==> config.mk <==
export PLATFORM = sky130hd
export DESIGN_NAME = baud_div_top
export DESIGN_NICKNAME = d
export VERILOG_FILES = /design/src/rtl/baud_div_pkg.sv /design/src/rtl/baud_div_rst_sync.sv /design/src/rtl/baud_div_regs.sv /design/src/rtl/baud_div_counter.sv /design/src/rtl/baud_div_top.sv
export SDC_FILE = /design/constraint.sdc
export NUM_CORES = 1
export LEC_CHECK = 0
export ABC_AREA = 1
export BUFFER_PORTS_ARGS = -buffer_cell sky130_fd_sc_hd__buf_4
export CAP_MARGIN = 30
export CORE_MARGIN = 8
export CORE_UTILIZATION = 40
export CTS_CLUSTER_DIAMETER = 150
export DETAILED_ROUTE_END_ITERATION = 8
export GPL_ROUTABILITY_DRIVEN = 0
export SETUP_SLACK_MARGIN = 0.4
export SLEW_MARGIN = 20
export SYNTH_ARGS = -nofsm -noshare
export SYNTH_HDL_FRONTEND = slang
export SYNTH_SLANG_ARGS = --single-unit
==> constraint.sdc <==
create_clock -name clk -period 3.8 [get_ports clk]
set_clock_uncertainty 0.1 [all_clocks]
set_input_delay 0.19 -clock clk [delete_from_list [all_inputs] [get_ports clk]]
set_output_delay 0.19 -clock clk [all_outputs]
set_load 0.01 [all_outputs]
==> src/rtl/baud_div_pkg.sv <==
package baud_div_pkg;
  localparam int unsigned REG_W     = 8;
  localparam int unsigned ADDR_W    = 3;
  localparam int unsigned DIV_BYTES = 2;
  localparam int unsigned DIV_W     = REG_W * DIV_BYTES;
  localparam int unsigned BANK_BIT  = 7;

  localparam logic [ADDR_W-1:0] ADR_DATA  = 3'd0;
  localparam logic [ADDR_W-1:0] ADR_INTEN = 3'd1;
  localparam logic [ADDR_W-1:0] ADR_LINE  = 3'd3;

  typedef struct packed {
    logic data_wr;
    logic data_rd;
    logic inten_wr;
    logic line_wr;
  } bus_dec_t;
endpackage

==> src/rtl/baud_div_rst_sync.sv <==
module baud_div_rst_sync #(
  parameter int unsigned STAGES = 2
) (
  input  logic clk,
  input  logic rst_n,
  output logic rst_ns
);
  logic [STAGES-1:0] sync_q;
  logic [STAGES-1:0] sync_d;

  always_comb sync_d = {sync_q[STAGES-2:0], 1'b1};

  always_ff @(posedge clk or negedge rst_n) begin
    if (!rst_n) sync_q <= '0;
    else        sync_q <= sync_d;
  end

  assign rst_ns = sync_q[STAGES-1];
endmodule

==> src/rtl/baud_div_regs.sv <==
module baud_div_regs
  import baud_div_pkg::*;
(
  input  logic              clk,
  input  logic              rst_n,
  input  logic              bus_wr,
  input  logic              bus_rd,
  input  logic [ADDR_W-1:0] bus_addr,
  input  logic [REG_W-1:0]  bus_wdata,
  input  logic [REG_W-1:0]  rx_byte,
  output logic [REG_W-1:0]  bus_rdata,
  output logic              rx_take,
  output logic [REG_W-1:0]  tx_byte,
  output logic              tx_load,
  output logic [REG_W-1:0]  int_en,
  output logic [REG_W-1:0]  line_ctrl,
  output logic [DIV_W-1:0]  divisor,
  output logic [DIV_W-1:0]  div_next,
  output logic              div_load
);
  logic                 bank;
  bus_dec_t             dec;
  logic [DIV_BYTES-1:0] div_hit;
  logic [DIV_BYTES-1:0] div_we;

  logic [REG_W-1:0] line_q, line_d;
  logic [REG_W-1:0] inten_q, inten_d;
  logic [REG_W-1:0] tx_q, tx_d;
  logic             txl_q, txl_d;
  logic [REG_W-1:0] rdata_c;

  assign bank = line_q[BANK_BIT];

  // Bus decode for the non-divisor registers
  always_comb begin
    dec          = '0;
    dec.data_wr  = bus_wr && !bank && (bus_addr == ADR_DATA);
    dec.data_rd  = bus_rd && !bank && (bus_addr == ADR_DATA);
    dec.inten_wr = bus_wr && !bank && (bus_addr == ADR_INTEN);
    dec.line_wr  = bus_wr && (bus_addr == ADR_LINE);
  end

  // One latch per divisor byte, byte b sits at address b in the divisor bank
  for (genvar b = 0; b < DIV_BYTES; b++) begin : g_div_byte
    logic [REG_W-1:0] byte_q, byte_d;

    assign div_hit[b] = bank && (bus_addr == ADDR_W'(b));
    assign div_we[b]  = bus_wr && div_hit[b];

    always_comb byte_d = div_we[b] ? bus_wdata : byte_q;

    always_ff @(posedge clk or negedge rst_n) begin
      if (!rst_n) byte_q <= '0;
      else        byte_q <= byte_d;
    end

    assign divisor[b*REG_W +: REG_W]  = byte_q;
    assign div_next[b*REG_W +: REG_W] = byte_d;
  end

  assign div_load = |div_we;

  // Next-state for the control and data registers
  always_comb begin
    line_d  = dec.line_wr  ? bus_wdata : line_q;
    inten_d = dec.inten_wr ? bus_wdata : inten_q;
    tx_d    = dec.data_wr  ? bus_wdata : tx_q;
    txl_d   = dec.data_wr;
  end

  always_ff @(posedge clk or negedge rst_n) begin
    if (!rst_n) begin
      line_q  <= '0;
      inten_q <= '0;
      tx_q    <= '0;
      txl_q   <= 1'b0;
    end else begin
      line_q  <= line_d;
      inten_q <= inten_d;
      tx_q    <= tx_d;
      txl_q   <= txl_d;
    end
  end

  // Read mux
  always_comb begin
    rdata_c = '0;
    for (int b = 0; b < DIV_BYTES; b++) begin
      if (div_hit[b]) rdata_c = divisor[b*REG_W +: REG_W];
    end
    if (!bank && (bus_addr == ADR_DATA))  rdata_c = rx_byte;
    if (!bank && (bus_addr == ADR_INTEN)) rdata_c = inten_q;
    if (bus_addr == ADR_LINE)             rdata_c = line_q;
  end

  assign bus_rdata = rdata_c;
  assign rx_take   = dec.data_rd;
  assign tx_byte   = tx_q;
  assign tx_load   = txl_q;
  assign int_en    = inten_q;
  assign line_ctrl = line_q;
endmodule

==> src/rtl/baud_div_counter.sv <==
module baud_div_counter #(
  parameter int unsigned DIV_W = 16
) (
  input  logic             clk,
  input  logic             rst_n,
  input  logic             ref_en,
  input  logic [DIV_W-1:0] divisor,
  input  logic [DIV_W-1:0] div_next,
  input  logic             div_load,
  output logic [DIV_W-1:0] count,
  output logic             tick
);
  localparam logic [DIV_W-1:0] ONE = DIV_W'(1);

  logic [DIV_W-1:0] cnt_q, cnt_d;
  logic             tick_q, tick_d;
  logic             run;

  assign run = ref_en && (divisor != '0);

  always_comb begin
    cnt_d  = cnt_q;
    tick_d = 1'b0;
    if (div_load) begin
      cnt_d = div_next;
    end else if (run) begin
      if (cnt_q <= ONE) begin
        cnt_d  = divisor;
        tick_d = 1'b1;
      end else begin
        cnt_d = cnt_q - ONE;
      end
    end
  end

  always_ff @(posedge clk or negedge rst_n) begin
    if (!rst_n) begin
      cnt_q  <= '0;
      tick_q <= 1'b0;
    end else begin
      cnt_q  <= cnt_d;
      tick_q <= tick_d;
    end
  end

  assign count = cnt_q;
  assign tick  = tick_q;
endmodule

==> src/rtl/baud_div_top.sv <==
module baud_div_top
  import baud_div_pkg::*;
(
  input  logic        clk,
  input  logic        rst_n,
  input  logic        ref_en,
  input  logic        bus_wr,
  input  logic        bus_rd,
  input  logic [2:0]  bus_addr,
  input  logic [7:0]  bus_wdata,
  output logic [7:0]  bus_rdata,
  input  logic [7:0]  rx_byte,
  output logic        rx_take,
  output logic [7:0]  tx_byte,
  output logic        tx_load,
  output logic [7:0]  int_en,
  output logic [7:0]  line_ctrl,
  output logic        baud_tick
);
  logic             rst_ns;
  logic [DIV_W-1:0] divisor;
  logic [DIV_W-1:0] div_next;
  logic             div_load;
  logic [DIV_W-1:0] count;

  baud_div_rst_sync #(.STAGES(2)) u_rst (
    .clk    (clk),
    .rst_n  (rst_n),
    .rst_ns (rst_ns)
  );

  baud_div_regs u_regs (
    .clk       (clk),
    .rst_n     (rst_ns),
    .bus_wr    (bus_wr),
    .bus_rd    (bus_rd),
    .bus_addr  (bus_addr),
    .bus_wdata (bus_wdata),
    .rx_byte   (rx_byte),
    .bus_rdata (bus_rdata),
    .rx_take   (rx_take),
    .tx_byte   (tx_byte),
    .tx_load   (tx_load),
    .int_en    (int_en),
    .line_ctrl (line_ctrl),
    .divisor   (divisor),
    .div_next  (div_next),
    .div_load  (div_load)
  );

  baud_div_counter #(.DIV_W(DIV_W)) u_cnt (
    .clk      (clk),
    .rst_n    (rst_ns),
    .ref_en   (ref_en),
    .divisor  (divisor),
    .div_next (div_next),
    .div_load (div_load),
    .count    (count),
    .tick     (baud_tick)
  );
endmodule

==> flow_summary.ini <==
[placed_design]
hpwl_mm = 7.852
port_buffers = 58
post_dp_cell_area_um2 = 4058

[timing]
max_slew_margin_pct = 64.07
period_minus_slack_ns = 2.250
fmax_ghz = 0.4445
setup_tns_ns = 0
setup_violations = 0
worstMarginPinSlew_ns = 0.5384
min_period_over_period_pct = 59.21
finalMaxSlewViolations = 0
rsz0062_at_grt = no
hold_violations = 0

[route]
dr.first_iter.drc_count = 161
vias = 3417
first_pass_iters = 5
postRouteAntennaNets = 0
route.met2.wl_mm = 4.547
drt-wirelength-per-cell_um = 15.07
drcViolationCount = 0
wl_met1_mm = 4.843
drt_wl_total_mm = 10.25
routed_via_density = 5.025
wl_met3_um = 657
dr.max_layer_used = met4

[yosys]
synthAdderAreaFrac_pct = 0.7047
syn_nets = 534
synth-seq-cells = 60
yosysTopAreaCellShare_pct = 42.28
syn_avg_cell_area_um2 = 6.990
synth_top_cell_by_area = dfrtp_1
yosysSeqAreaShare_pct = 42.28
muxShareOfSynthArea_pct = 0
synth-xor-area-share_pct = 0.2467
synth_area_um2 = 3551
ys_top_cells_by_area = dfrtp_1 (42%), nand2_1 (20%), nor2_1 (6.4%)
synth_top_family_by_area = simple AND/OR/NAND/NOR gates
yosys_warnings = 0
yosysUniqueCellTypes = 29
synth-simple-area-share_pct = 35.66
synth_compound_area_share_pct = 13.11
syn_inst = 508

[global_route]
grt_max_degree = 28
gr-total-overflow = 0
antenna_found_initial = 0
grt_pass1_wl_mm = 16.91
grt_pass1_vias = 3424
grt_usage_pct = 17.96

[layout]
antennaDiodeCount = 0
area_growth_pct = 20.26
final_cell_mix = nand2_1 (189), nor2_1 (61), buf_4 (59), dfrtp_1 (59), inv_1 (48)
layout.nets = 593
post-route-cell-area_um2 = 4270
drive_gt1_share_pct = 15.56
fill_cells = 906
final_core_util_pct = 49.21
layout_commonest_cell = nand2_1

[hold_path]
hold_path_class = in -> async

[floorplanning]
die_w_um = 110.2
initial_core_util_pct = 40.92
io-pin-count = 59
fp.coreArea_um2 = 8678
die_h_um = 110.2
num_rows = 34
die_area_um2 = 12150

[worst_setup_path]
critPathArrivalTime_ns = 1.96
cp-start-kind = flop
end_kind = output pin
critical_path_class = reg -> out
cp.required_ns = 3.51
cp_max_fo = 9

[power]
leakage_nw = 2.254
p_per_area_nw_per_um2 = 613.7
peakVddDrop_v = 0.0002813

[clock_network]
numCtsBuffers = 9
clk_pin_slew_worst_paths_ns = 0.08
insertion_delay_ns = 0.35
cts_max_level = 3
cts_tree = yes
postCtsSetupBuffers = 0
cts_sinks = 60
clockBufferDepth = 2
root_buffer = clkbuf_8

[run_status]
status = finished clean

[run]
drv_cap = 0
==> final cells by class <==
type	instances	area (um^2)	area share (%)
Tap cell	108	135.1	3.164
Timing Repair Buffer	61	473.0	11.08
Sequential cell	60	1503	35.19
Inverter	50	187.7	4.395
Multi-Input combinational cell	385	1769	41.43
Clock inverter	4	47.55	1.113
Clock buffer	12	155.1	3.633
==> metal layers <==
layer	track usage [%]	vias to the layer above
li1	-	1740
met1	23.53	1563
met2	27.87	100
met3	4.535	14
met4	7.041	0
met5	0	-
==> flip-flops by register name, indices dropped and copies added (netlist names) <==
| signal | cells |
|---|---|
| u_regs.g_div_byte.byte_q | 16 |
| u_cnt.count | 16 |
| u_regs.tx_byte | 8 |
| u_regs.int_en | 8 |
| u_cnt.tick | 1 |
| u_regs.line_ctrl | 8 |
| u_rst.sync_q | 2 |
| u_regs.tx_load | 1 |
==> report_power, final <==
part | internal [mW] | leakage, nW | switching [mW] | total (mW)
Clock | 0.337 | 0.102 | 0.261 | 0.598
Combinational | 0.384 | 1.41 | 0.554 | 0.938
Sequential | 0.832 | 0.745 | 0.252 | 1.08
Total | 1.55 | 2.25 | 1.07 | 2.62
==> Yosys cell counts <==
cell        n
buf_2       5
buf_4       2
buf_6       4
clkbuf_1    2
clkinv_1    1
conb_1      1
dfrtp_1    60
ha_1        2
inv_1      48
inv_2       1
nand2_1   189
nand2_2     3
nand2_4     1
nand3_1    41
nand3_2     1
nand3b_1    2
nand4_1     2
nor2_1     61
nor2_2      2
nor2_4      1
nor2_8      1
nor3_1      1
o211ai_1   14
o211ai_2    2
o21a_1     16
o21ai_0    42
o21ai_1     1
or2_2       1
xor2_1      1
==> kinds of logic after synthesis <==
logic type | Yosys count
AO/OA/AOI/OAI | 75
XOR/XNOR | 1
adder cells (fa/ha/maj) | 2
buffers and inverters | 63
flip-flops | 60
other | 1
AND/OR/NAND/NOR | 306
==> per-stage QoR <==
stage	worst slack (ns)	hold slack, ns	power [mW]	std cells
6_report	1.550	0.05234	2.621	680
5_1_grt	1.398	0.04622	2.843	680
4_1_cts	1.546	0.03121	2.643	680
3_5_place_dp	1.644	-0.1262	2.033	663
3_3_place_gp	1.704	-0.1270	2.009	662
2_1_floorplan	1.906	-0.2056	1.678	508
==> final timing paths <==
path / start / end / slack (ns) / cells past startpoint
min: rst_n / u_rst.sync_q[1]$_DFF_PN0_ / 0.05 / 2
max reg2reg: u_cnt.count[0]$_DFFE_PN0P_ / u_cnt.count[4]$_DFFE_PN0P_ / 1.67 / 11
min reg2reg: u_rst.sync_q[1]$_DFF_PN0_ / u_regs.line_ctrl[2]$_DFFE_PN0P_ / 0.15 / 0
max in group asynchronous: u_rst.sync_q[1]$_DFF_PN0_ / u_cnt.count[4]$_DFFE_PN0P_ / 2.88 / 1
max: u_regs.line_ctrl[7]$_DFFE_PN0P_ / bus_rdata[2] / 1.55 / 7
min in group clk: bus_wdata[7] / u_regs.line_ctrl[7]$_DFFE_PN0P_ / 0.12 / 3
==> worst max-delay path: stages, from the launching register on <==
cell and delay (ns):
dfrtp_1 0.46, inv_1 0.18, nor2_1 0.39, nand2_1 0.14, nand2_1 0.09, o21ai_0 0.12
nand3_1 0.10, buf_4 0.12
==> what timing repair did <==
action,CTS,global route
gates resized for setup,0,0
endpoints found under the hold margin,2,0
hold buffers,1,0
Note: power is estimated with default switching activity, not from simulation.
